$ cat src/rtl/adcseq_pkg.sv
package adcseq_pkg;
  typedef enum logic [1:0] {
    ST_POR   = 2'd0,
    ST_CONV  = 2'd1,
    ST_SLEEP = 2'd2,
    ST_OUT   = 2'd3
  } seq_state_e;
endpackage

$ cat src/rtl/adcseq_sync.sv
module adcseq_sync #(
  parameter int W = 2,
  parameter logic [W-1:0] RST_VAL = '0
) (
  input  logic         clk,
  input  logic         rst,
  input  logic [W-1:0] d,
  output logic [W-1:0] q
);
  logic [W-1:0] meta;

  always_ff @(posedge clk) begin
    if (rst) begin
      meta <= RST_VAL;
      q    <= RST_VAL;
    end else begin
      meta <= d;
      q    <= meta;
    end
  end
endmodule

$ cat src/rtl/adcseq_conv_stub.sv
module adcseq_conv_stub #(
  parameter int CONV_CYCLES = 20510,
  parameter int DATA_W      = 16
) (
  input  logic              clk,
  input  logic              rst,
  input  logic              run,
  input  logic [DATA_W-1:0] word_i,
  input  logic              pos_i,
  output logic              done_o,
  output logic [DATA_W-1:0] word_q,
  output logic              pos_q
);
  localparam int CNT_W = (CONV_CYCLES > 1) ? $clog2(CONV_CYCLES) : 1;
  localparam logic [CNT_W-1:0] LAST = CNT_W'(CONV_CYCLES - 1);

  logic [CNT_W-1:0] cnt;

  assign done_o = run && (cnt == LAST);

  always_ff @(posedge clk) begin
    if (rst) begin
      cnt    <= '0;
      word_q <= '0;
      pos_q  <= 1'b0;
    end else if (!run) begin
      cnt <= '0;
    end else if (done_o) begin
      cnt    <= '0;
      word_q <= word_i;
      pos_q  <= pos_i;
    end else begin
      cnt <= cnt + 1'b1;
    end
  end

  // the captured result only moves while a conversion runs
  p_hold_result_r3: assert property (@(posedge clk) disable iff (rst)
    !run |=> ($stable(word_q) && $stable(pos_q)));

  // a finished conversion raises a single-cycle done
  p_single_done_r10: assert property (@(posedge clk) disable iff (rst)
    done_o |=> !done_o);
endmodule

$ cat src/rtl/adcseq_isck.sv
module adcseq_isck #(
  parameter int DIV = 8
) (
  input  logic clk,
  input  logic rst,
  input  logic en,
  output logic sck_o,
  output logic rise_o,
  output logic fall_o
);
  localparam int HALF = DIV / 2;
  localparam int CW   = (DIV > 2) ? $clog2(DIV) : 1;

  logic [CW-1:0] cnt;

  always_ff @(posedge clk) begin
    if (rst || !en) begin
      cnt    <= '0;
      sck_o  <= 1'b0;
      rise_o <= 1'b0;
      fall_o <= 1'b0;
    end else begin
      cnt    <= (cnt == CW'(DIV - 1)) ? '0 : cnt + 1'b1;
      rise_o <= (cnt == CW'(HALF - 1));
      fall_o <= (cnt == CW'(DIV - 1));
      if (cnt == CW'(HALF - 1))
        sck_o <= 1'b1;
      else if (cnt == CW'(DIV - 1))
        sck_o <= 1'b0;
    end
  end

  // the generated clock only starts while enabled
  p_sck_needs_en_r9: assert property (@(posedge clk) disable iff (rst)
    $rose(sck_o) |-> $past(en));
endmodule

$ cat src/rtl/adc_pingpong_seq.sv
module adc_pingpong_seq
  import adcseq_pkg::*;
#(
  parameter int DATA_W      = 16,
  parameter int CONV_CYCLES = 20510,
  parameter int POR_CYCLES  = 64,
  parameter int ISCK_DIV    = 8
) (
  input  logic              clk,
  input  logic              rst,
  input  logic              cs_n_i,
  input  logic              sck_i,
  input  logic [DATA_W-1:0] res_word_i,
  input  logic              res_pos_i,
  output logic              sck_o,
  output logic              sck_oe_o,
  output logic              sdo_o,
  output logic              sdo_oe_o
);
  localparam int FRAME_W = DATA_W + 3;
  localparam int RC_W    = $clog2(FRAME_W + 1);
  localparam int POR_W   = $clog2(POR_CYCLES + 1);

  seq_state_e          state;
  logic [POR_W-1:0]    por_cnt;
  logic                chan;
  logic                mode_int;
  logic [FRAME_W-1:0]  frame;
  logic [RC_W-1:0]     rise_cnt;
  logic                cs_n_s, sck_s, cs_n_d, sck_d;
  logic                cs_fall;
  logic                conv_done;
  logic [DATA_W-1:0]   data_q;
  logic                pos_q;
  logic                g_rise, g_fall;
  logic                sck_rise_x, sck_fall_x;

  adcseq_sync #(.W(2), .RST_VAL(2'b10)) u_sync (
    .clk(clk), .rst(rst), .d({cs_n_i, sck_i}), .q({cs_n_s, sck_s})
  );

  adcseq_conv_stub #(.CONV_CYCLES(CONV_CYCLES), .DATA_W(DATA_W)) u_conv (
    .clk(clk), .rst(rst), .run(state == ST_CONV),
    .word_i(res_word_i), .pos_i(res_pos_i),
    .done_o(conv_done), .word_q(data_q), .pos_q(pos_q)
  );

  adcseq_isck #(.DIV(ISCK_DIV)) u_isck (
    .clk(clk), .rst(rst), .en((state == ST_OUT) && mode_int),
    .sck_o(sck_o), .rise_o(g_rise), .fall_o(g_fall)
  );

  assign cs_fall    = cs_n_d && !cs_n_s;
  assign sck_rise_x = mode_int ? g_rise : (sck_s && !sck_d);
  assign sck_fall_x = mode_int ? g_fall : (!sck_s && sck_d);

  always_ff @(posedge clk) begin
    if (rst) begin
      cs_n_d <= 1'b1;
      sck_d  <= 1'b0;
    end else begin
      cs_n_d <= cs_n_s;
      sck_d  <= sck_s;
    end
  end

  // clock source: strap level during reset wait, then at each chip-select fall
  always_ff @(posedge clk) begin
    if (rst)
      mode_int <= 1'b0;
    else if (state == ST_POR || cs_fall)
      mode_int <= sck_s;
  end

  always_ff @(posedge clk) begin
    if (rst) begin
      state    <= ST_POR;
      por_cnt  <= '0;
      chan     <= 1'b0;
      frame    <= '1;
      rise_cnt <= '0;
    end else begin
      unique case (state)
        ST_POR: begin
          if (por_cnt == POR_W'(POR_CYCLES - 1)) state <= ST_CONV;
          else por_cnt <= por_cnt + 1'b1;
        end
        ST_CONV: begin
          if (conv_done) state <= ST_SLEEP;
        end
        ST_SLEEP: begin
          if (!cs_n_s) begin
            state    <= ST_OUT;
            frame    <= {1'b0, chan, pos_q, data_q};
            rise_cnt <= '0;
          end
        end
        ST_OUT: begin
          if (cs_n_s) begin
            if (rise_cnt != '0) begin
              state <= ST_CONV;
              chan  <= !chan;
            end else begin
              state <= ST_SLEEP;
            end
          end else if (sck_rise_x) begin
            if (rise_cnt == RC_W'(FRAME_W - 1)) begin
              state <= ST_CONV;
              chan  <= !chan;
            end else begin
              rise_cnt <= rise_cnt + 1'b1;
            end
          end else if (sck_fall_x && rise_cnt != '0) begin
            frame <= {frame[FRAME_W-2:0], 1'b1};
          end
        end
        default: state <= ST_POR;
      endcase
    end
  end

  always_ff @(posedge clk) begin
    if (rst) begin
      sdo_o    <= 1'b1;
      sdo_oe_o <= 1'b0;
      sck_oe_o <= 1'b0;
    end else begin
      sdo_o    <= (state == ST_OUT) ? frame[FRAME_W-1] : (state != ST_SLEEP);
      sdo_oe_o <= !cs_n_s;
      sck_oe_o <= (state == ST_OUT) && mode_int;
    end
  end

  // channel flips only when an output phase ends in a new conversion
  p_chan_flip_r1: assert property (@(posedge clk) disable iff (rst)
    $changed(chan) |-> ($past(state) == ST_OUT && state == ST_CONV));

  // a finished conversion always lands in sleep
  p_done_to_sleep_r2: assert property (@(posedge clk) disable iff (rst)
    conv_done |=> (state == ST_SLEEP));

  // the frame advances only after a falling serial-clock edge
  p_shift_on_fall_r6: assert property (@(posedge clk) disable iff (rst)
    (state == ST_OUT && $past(state) == ST_OUT && $changed(frame)) |-> $past(sck_fall_x));

  // never more than a frame's worth of rising edges
  p_rise_bound_r8: assert property (@(posedge clk) disable iff (rst)
    rise_cnt < RC_W'(FRAME_W));

  // ready flag low in sleep, high while waiting or converting
  p_flag_sleep_r7: assert property (@(posedge clk) disable iff (rst)
    (sdo_oe_o && $past(state) == ST_SLEEP) |-> !sdo_o);
  p_flag_busy_r7: assert property (@(posedge clk) disable iff (rst)
    ($past(state) == ST_CONV || $past(state) == ST_POR) |-> sdo_o);

  // the clock pin is driven only in internal-clock mode
  p_sck_drive_r9: assert property (@(posedge clk) disable iff (rst)
    sck_oe_o |-> mode_int);
endmodule

$ cat config.mk
export PLATFORM = sky130hd
export DESIGN_NAME = adc_pingpong_seq
export DESIGN_NICKNAME = d
export VERILOG_FILES = /design/src/rtl/adcseq_pkg.sv /design/src/rtl/adcseq_sync.sv /design/src/rtl/adcseq_conv_stub.sv /design/src/rtl/adcseq_isck.sv /design/src/rtl/adc_pingpong_seq.sv
export SDC_FILE = /design/constraint.sdc
export NUM_CORES = 1
export LEC_CHECK = 0
export BUFFER_PORTS_ARGS = -buffer_cell sky130_fd_sc_hd__buf_4
export CAP_MARGIN = 40
export CORE_ASPECT_RATIO = 1.25
export CORE_MARGIN = 3
export CORE_UTILIZATION = 55
export DETAILED_ROUTE_END_ITERATION = 16
export PLACE_DENSITY_LB_ADDON = 0.12
export SETUP_SLACK_MARGIN = 0.05
export SYNTH_ARGS = -nofsm -noshare
export SYNTH_HDL_FRONTEND = slang
export SYNTH_SLANG_ARGS = --single-unit
export TNS_END_PERCENT = 5
$ cat constraint.sdc
create_clock -name clk -period 2.2 [get_ports clk]
set_input_delay 0 -clock clk [delete_from_list [all_inputs] [get_ports clk]]
set_output_delay 0 -clock clk [all_outputs]
set_load 0.03 [all_outputs]
==> flow_summary_export.csv, run 1 <==
group,metric,value,unit
timing,layout_min_cycle_time,2029,ps
setup_path,end_kind,"flop",
cts,cts_tree,"built",
placed_design,dp_hpwl,4734,µm
global_route,grt_pass1_vias,2894,
timing,drv_slew,0,
worst_hold_path,hold-path-cell-count,3,
synthesis,netlist_area,3654,µm²
synthesis,ys_types,47,
routing,via_per_inst,5.797,
routing,firstDrtPassIters,4,
global_route,antenna_found_initial,0,
power_and_ir_drop,p_seq_share,54.2,%
power_and_ir_drop,clock_power_share,41.7,%
cts,cts_max_path_buffers,2,
cts,cts_htree_levels,3,
setup_path,start_kind,"flop",
timing,slew_headroom,64.05,%
synthesis,synth-edff-count,0,
timing,setup_tns,0,ps
routing,top_layer,"met4",
worst_hold_path,hp-class,"input port to flop",
power_and_ir_drop,p_switching,550.7,µW
timing,skew,9.777,ps
synthesis,syn_nets,433,
cts,cts.sinks,82,
setup_path,worstRegToRegCells,4,
timing,rsz0062_at_grt,"no",
run,maxCapViolations,0,
placed_design,port_buffers,24,
timing,setup_viol,0,
setup_path,cpPeakStageDelay,680,ps
power_and_ir_drop,leakage,1.577,nW
timing,finalCritPeriodShare,92.24,%
power_and_ir_drop,pwr-share-comb,4.1,%
synthesis,ys_seq_area_share,44.93,%
routing,wl_per_cell,14.81,µm
cells_and_area,fillers,560,
synthesis,syn_inst,403,
power_and_ir_drop,ir_drop,0.4746,mV
global_route,grtUsageTotal,21.32,%
routing,routed_wl,7790,µm
die,initial_core_util,57.75,%
routing,wl_met3,250,µm
setup_path,worst-setup-path-type,"flop to flop",
setup_path,rrSetupSlack,170,ps
setup_path,path_depth,4,
outcome,status,"completed",
routing,ant_nets,0,
cts,worstSkewPairLatency,340,ps
die,dieArea,7663,µm²
setup_path,crit_buf_inv,0,
synthesis,synthArstFlopShare,0,%
cts,cts_buffers,9,
die,die_h,97.13,µm
cts,clk_root_buffer_cell,"clkbuf_8",
cells_and_area,diodes,0,
setup_path,cp_max_fo,18,
routing,wl_met1,3534,µm
die,die_w,78.90,µm
timing,tightest_slew,534.6,ps
timing,hold_viol,0,
cts,post_cts_resized,0,
synthesis,synth_flop_cell,"dfxtp_1",
power_and_ir_drop,power_density,644.5,nW/µm²
timing,timing.hold.ws,387.2,ps
die,core_area,6326,µm²
placed_design,place_congestion,0.8057,
setup_path,crit_family,"simple AND/OR/NAND/NOR gates",
cells_and_area,num-nets-final,468,
global_route,grt_pass1_wl,13210,µm
die,placementRows,32,
setup_path,cp.required,2420,ps
die,pin_count,25,
timing,max_freq,492.8,MHz
synthesis,ys_seq_elements,82,
power_and_ir_drop,intPower,2.215,mW
setup_path,worstPathCellList,"or4b_1 > or4_4 > o21ai_0 > a21oi_1",
cells_and_area,drive_above_1_share,12.70,%
power_and_ir_drop,switching_share,19.91,%
routing,wl_met2,3825,µm
cells_and_area,areaGrowthSynthToFinish,17.47,%
routing,vias,3049,
synthesis,synthesis.area_per_instance,9.066,µm²
synthesis,synth_warnings,0,
global_route,grt_max_degree,43,
global_route,grt_overflow,0,
routing,drc,0,
cts,clkTransAtPathRegs,70,ps
setup_path,arrival,2250,ps
routing,drt-initial-drc-count,194,
setup_path,crit_slowest_cell,"or4_4",
cell families (layout without fill, tap and decap cells):
family          after synthesis  in the layout  share of synthesized area, %
simple gates                156            156                         26.20
compound gates               89             89                         14.62
buf+inv                      43             81                         5.205
fa+ha+maj                     9              9                         3.082
flops                        82             82                         44.93
xor+xnor                     19             19                         4.555
mux                           5              5                         1.404
synth_stat cells (all sizes together) (2+ instances only):
cell type   n  area [µm²]
nand2       8       30.03
xor2        8       70.07
or2         3       18.77
o211a       2       20.02
or4         2       22.52
dfxtp      82        1642
nand3       9       45.04
buf         8       58.80
nor2b       6       37.54
nor3       12       60.06
clkbuf     25       93.84
and2        5       31.28
xnor2      11       96.34
a21oi      40       200.2
a211oi     17       127.6
inv        10       37.54
or3         3       18.77
or4b        2       20.02
nor4bb      2       20.02
nand3b      3       22.52
nand4b     18       157.7
and3       19       118.9
o21ai      19       95.09
nand4       2       12.51
o311ai      2       17.52
nor4       23       158.9
mux2i       4       40.04
nor2       30       112.6
o211ai      4       30.03
nor3b       5       37.54
ha          9       112.6
nand2b      2       12.51
repair_timing:
| action | CTS | global route |
|---|---|---|
| buffers inserted | 0 | 0 |
| endpoints found under the hold margin | 20 | 0 |
| hold buffers | 20 | 0 |
state kept, by name, indices dropped and copies added, names as in the netlist, 2 cells and up:
register and count:
u_conv.word_q 16, u_isck.cnt 3, frame 19, rise_cnt 5
u_sync.q 2, state 2, por_cnt 7, u_sync.meta 2
u_conv.cnt 15
cell usage in the layout (no fill, tap or decap), types with 3 or more instances in the layout:
| cell | instances |
|---|---|
| nand2_1 | 8 |
| nand4b_1 | 18 |
| nand3b_1 | 3 |
| and2_1 | 5 |
| o21ai_1 | 10 |
| xor2_1 | 8 |
| a211oi_1 | 17 |
| nor3_1 | 12 |
| dlygate4sd3_1 | 20 |
| nor3b_1 | 5 |
| nand3_1 | 9 |
| xnor2_1 | 11 |
| nor4_1 | 22 |
| o21ai_0 | 9 |
| o211ai_1 | 4 |
| and3_1 | 19 |
| nor2_1 | 30 |
| inv_1 | 10 |
| nor2b_1 | 6 |
| mux2i_1 | 4 |
| a21oi_1 | 40 |
| dfxtp_1 | 82 |
| buf_4 | 37 |
| clkbuf_8 | 10 |
| ha_1 | 9 |
| or3_1 | 3 |
worst reg2reg max path: stages, from the launching register on:
cell	delay (ps)
dfxtp_1	340
or4b_1	600
or4_4	680
o21ai_0	220
a21oi_1	80
cell type report:
cell class	instances	area, µm²	share of cell area (%)
Tap cell	85	106.4	2.478
Inverter	10	37.54	0.8746
Clock buffer	11	141.4	3.294
Clock inverter	3	65.06	1.516
Multi-Input combinational cell	278	1822	42.45
Timing Repair Buffer	57	478.0	11.14
Sequential cell	82	1642	38.25
worst paths after layout:
path / endpoint / start
worst max register to register: u_conv.word_q[3] / u_conv.cnt[6]
worst min register to register: u_sync.q[1] / u_sync.meta[1]
worst min-delay path: u_sync.meta[1] / cs_n_i
worst max-delay path: u_conv.word_q[3] / u_conv.cnt[6]
through the flow:
step / power [mW] / util, % / instance area [µm²] / setup slack [ps] / cells
detailed placement: 1.618 / 61.41 / 3885 / 180.6 / 492
CTS: 2.790 / 67.84 / 4292 / 169.1 / 526
floorplan: 1.579 / - / 3654 / 195.1 / 403
global placement: 1.616 / 61.41 / 3885 / 205.0 / 492
global route: 2.871 / 67.84 / 4292 / 88.01 / 526
finish: 2.766 / 67.84 / 4292 / 170.6 / 526
metal layers:
metal	global-route usage, %	up-vias
li1	-	1549
met1	27.78	1428
met2	34.14	56
met3	4.824	16
met4	8.333	0
met5	0	-
power groups by stage:
stage	clock, mW	combinational [mW]	sequential, mW
floorplan	0	0.0444	1.53
global placement	0	0.0811	1.53
detailed placement	0	0.0824	1.54
CTS	1.18	0.111	1.50
global route	1.24	0.126	1.50
finish	1.15	0.113	1.50
No activity file was read; power rests on OpenSTA's default activity.
==> run 2, diff against run 1 <==
Settings changed: ABC_AREA set to 1.
==> run 2 against run 1 <==
Net effect:
- sequential share of layout area is 0.79 points lower
- clock-buffer cell count is 1 lower
- non-clock buffer count is 8 lower
- worst setup slack better by 260 ps
- synthesized area is 2.4% higher
- clock skew hardly changed
- clock power is 9.6% higher
- sequential cell count stayed put
- design area is 2.1% higher
- largest cell class unchanged
- largest power group unchanged
- highest routed layer unchanged
==> flow_summary_export.csv, run 2 <==
group,metric,value,unit
routing,firstDrtPassIters,4,
cts,cts_tree,"built",
routing,drc,0,
cts,cts_buffers,9,
placed_design,port_buffers,24,
setup_path,crit_buf_inv,1,
global_route,grt_pass1_vias,3054,
timing,fin_ws,435.2,ps
timing,skew,10.14,ps
die,initial_core_util,56.98,%
timing,finalCritPeriodShare,80.22,%
die,die_h,98.21,µm
die,core_area,6565,µm²
global_route,grt_pass1_wl,12790,µm
routing,vias,3189,
global_route,grt_overflow,0,
synthesis,synth-edff-count,0,
die,pin_count,25,
cells_and_area,final_common_cell,"nand2_1",
synthesis,synthTopCellsByArea,"dfxtp_1 (44%), nand2_1 (9.4%), nand3_1 (5.9%)",
timing,setup_viol,0,
synthesis,synth_xor_area_share,2.341,%
die,die_w,79.77,µm
synthesis,synth_common_cells,"nand2_1 (94), dfxtp_1 (82), inv_1 (57)",
synthesis,syn_nets,521,
cts,cts_max_path_buffers,2,
cells_and_area,fillers,560,
synthesis,synthAdderAreaFrac,3.010,%
placed_design,place_ws,439.9,ps
die,placementRows,33,
cells_and_area,regMostFlops,"frame",
global_route,grt_busiest_layer,"met2",
cells_and_area,top_regs,"frame x19, u_conv.word_q x16, u_conv.cnt x15",
synthesis,synth_top_family_by_area,"simple AND/OR/NAND/NOR gates",
routing,routed_wl,7219,µm
synthesis,ys_seq_elements,82,
setup_path,crit_top_cell,"nand2_4",
timing,layout_min_cycle_time,1765,ps
synthesis,yosysMostFrequentCell,"nand2_1",
global_route,grtUsageMet3,3.413,%
cells_and_area,largest_reg_flops,19,
global_route,gr-usage-met1,23.39,%
global_route,grt_max_degree,42,
routing,wl_per_cell,11.57,µm
setup_path,arrival,1970,ps
synthesis,synth_warnings,0,
placed_design,place_congestion,0.8417,
cells_and_area,num-nets-final,562,
cells_and_area,drive_above_1_share,13.41,%
power_and_ir_drop,power_density,714.0,nW/µm²
cts,cts_htree_levels,3,
timing,rsz0062_at_grt,"no",
synthesis,synth_flop_cell,"dfxtp_1",
setup_path,start_kind,"flop",
global_route,antenna_found_initial,0,
timing,drv_slew,0,
timing,setup_tns,0,ps
synthesis,synthesis.area_per_instance,7.619,µm²
power_and_ir_drop,ir_drop,0.6806,mV
setup_path,worst-setup-path-type,"flop to flop",
worst_hold_path,hp-class,"flop to flop",
setup_path,crit_slowest_cell,"dfxtp_1",
cts,cts.sinks,82,
timing,hold_viol,0,
synthesis,synthMuxAreaShare,0.2676,%
timing,timing.hold.ws,406.2,ps
outcome,status,"completed",
setup_path,crit_family,"simple AND/OR/NAND/NOR gates",
timing,tightest_slew,571.4,ps
routing,drt-initial-drc-count,140,
cells_and_area,areaGrowthSynthToFinish,17.12,%
placed_design,placed_cells,586,
global_route,grtUsageTotal,19.86,%
setup_path,cp_max_fo,38,
timing,slew_headroom,61.80,%
synthesis,synth_compound_area_share,10.47,%
synthesis,syn_inst,491,
setup_path,worstPathCellList,"nand2_4 > clkinv_4 > nand2_4 > nor2_4 > nand2_4 > nand2_4 > nand2_1 > nand3_2",
die,dieArea,7834,µm²
cts,post_cts_resized,0,
setup_path,end_kind,"flop",
setup_path,cpPeakStageDelay,360,ps
cells_and_area,diodes,0,
cts,clkTransAtPathRegs,80,ps
synthesis,ys_seq_area_share,43.88,%
synthesis,yosysTopAreaCell,"dfxtp_1",
run,maxCapViolations,0,
timing,max_freq,566.7,MHz
routing,via_per_inst,5.111,
cts,worstSkewPairLatency,340,ps
setup_path,cp.required,2410,ps
placed_design,dp_hpwl,4790,µm
cells_and_area,final-instance-count-excl-fill,624,
synthesis,netlist_area,3741,µm²
synthesis,synth_top_area_share,43.88,%
global_route,grt_use_met2,34.86,%
synthesis,ys_types,26,
cts,clk_root_buffer_cell,"clkbuf_8",
synthesis,synthArstFlopShare,0,%
routing,ant_nets,0,
power_and_ir_drop,leakage,1.821,nW
cells_and_area,final_cell_mix,"nand2_1 (94), dfxtp_1 (82), inv_1 (57)",
synthesis,synth-simple-area-share,30.77,%
-- run 2: cell count changes in the layout (fill, tap and decap cells not counted), moves of 10 or more --
cell      previous run  this run
nand2_1              8        94
o21ai_0              9        43
xnor2_1             11         1
nand4b_1            18         0
nand3_2              0        20
nor2_1              30        53
o21ai_1             10         0
inv_1               10        57
nand3_1              9        44
a211oi_1            17         0
and3_1              19         0
nor4_1              22         0
buf_4               37        27
-- run 2: final cells by class --
type                    count  area (µm²)  share of cell area [%]
multi-input cells         332        1753                   40.01
flip-flops and latches     82        1642                   37.46
repair buffers             49       422.9                   9.652
inverters                  58       222.7                   5.083
clock buffers              10       127.6                   2.913
well taps                  87       108.9                   2.484
clock inverters             6       105.1                   2.399
-- run 2: cell families (layout without fill, tap and decap cells) --
family | Yosys count | in the layout
fa+ha+maj | 9 | 9
buf+inv | 77 | 123
simple gates | 236 | 236
compound gates | 76 | 76
mux | 1 | 1
flops | 82 | 82
xor+xnor | 10 | 10
-- run 2: final timing paths --
kind / start / end / slack (ps) / cells past startpoint
setup / recovery: state[1] / frame[9] / 440 / 8
hold / removal: u_sync.meta[0] / u_sync.q[0] / 410 / 2
setup reg to reg: state[1] / frame[9] / 440 / 8
hold reg to reg: u_sync.meta[0] / u_sync.q[0] / 410 / 2
-- run 2: where the power goes --
part	internal [mW]	switching [mW]	leakage, nW
clock network	0.749	0.513	0.120
registers	1.53	0.0407	0.663
logic	0.120	0.180	1.04
-- run 2: stage by stage --
| stage | total power [mW] | area [µm²] | utilization (%) |
|---|---|---|---|
| final | 3.129 | 4382 | 66.74 |
| after detailed placement | 1.869 | 3929 | 59.84 |
| after CTS | 3.155 | 4382 | 66.74 |
| after global routing | 3.269 | 4382 | 66.74 |
| after global placement | 1.863 | 3929 | 59.84 |
| after floorplan | 1.791 | 3741 | - |
-- run 2: tightest hold or removal path, cell delays in order (launching register included) --
cell and delay (ps):
dfxtp_1 300, inv_1 40, nor2_1 30
-- run 2: per-layer routing --
layer / wire [µm] / share of wire, %
met2: 3605 / 50
met5: 0 / 0
met1: 3256 / 45
met3: 212 / 2.9
met4: 145 / 2.0
-- run 2: timing repair --
action | in CTS | in global routing
hold endpoints to repair | 30 | 0
buffers inserted | 0 | 0
hold buffers | 22 | 0
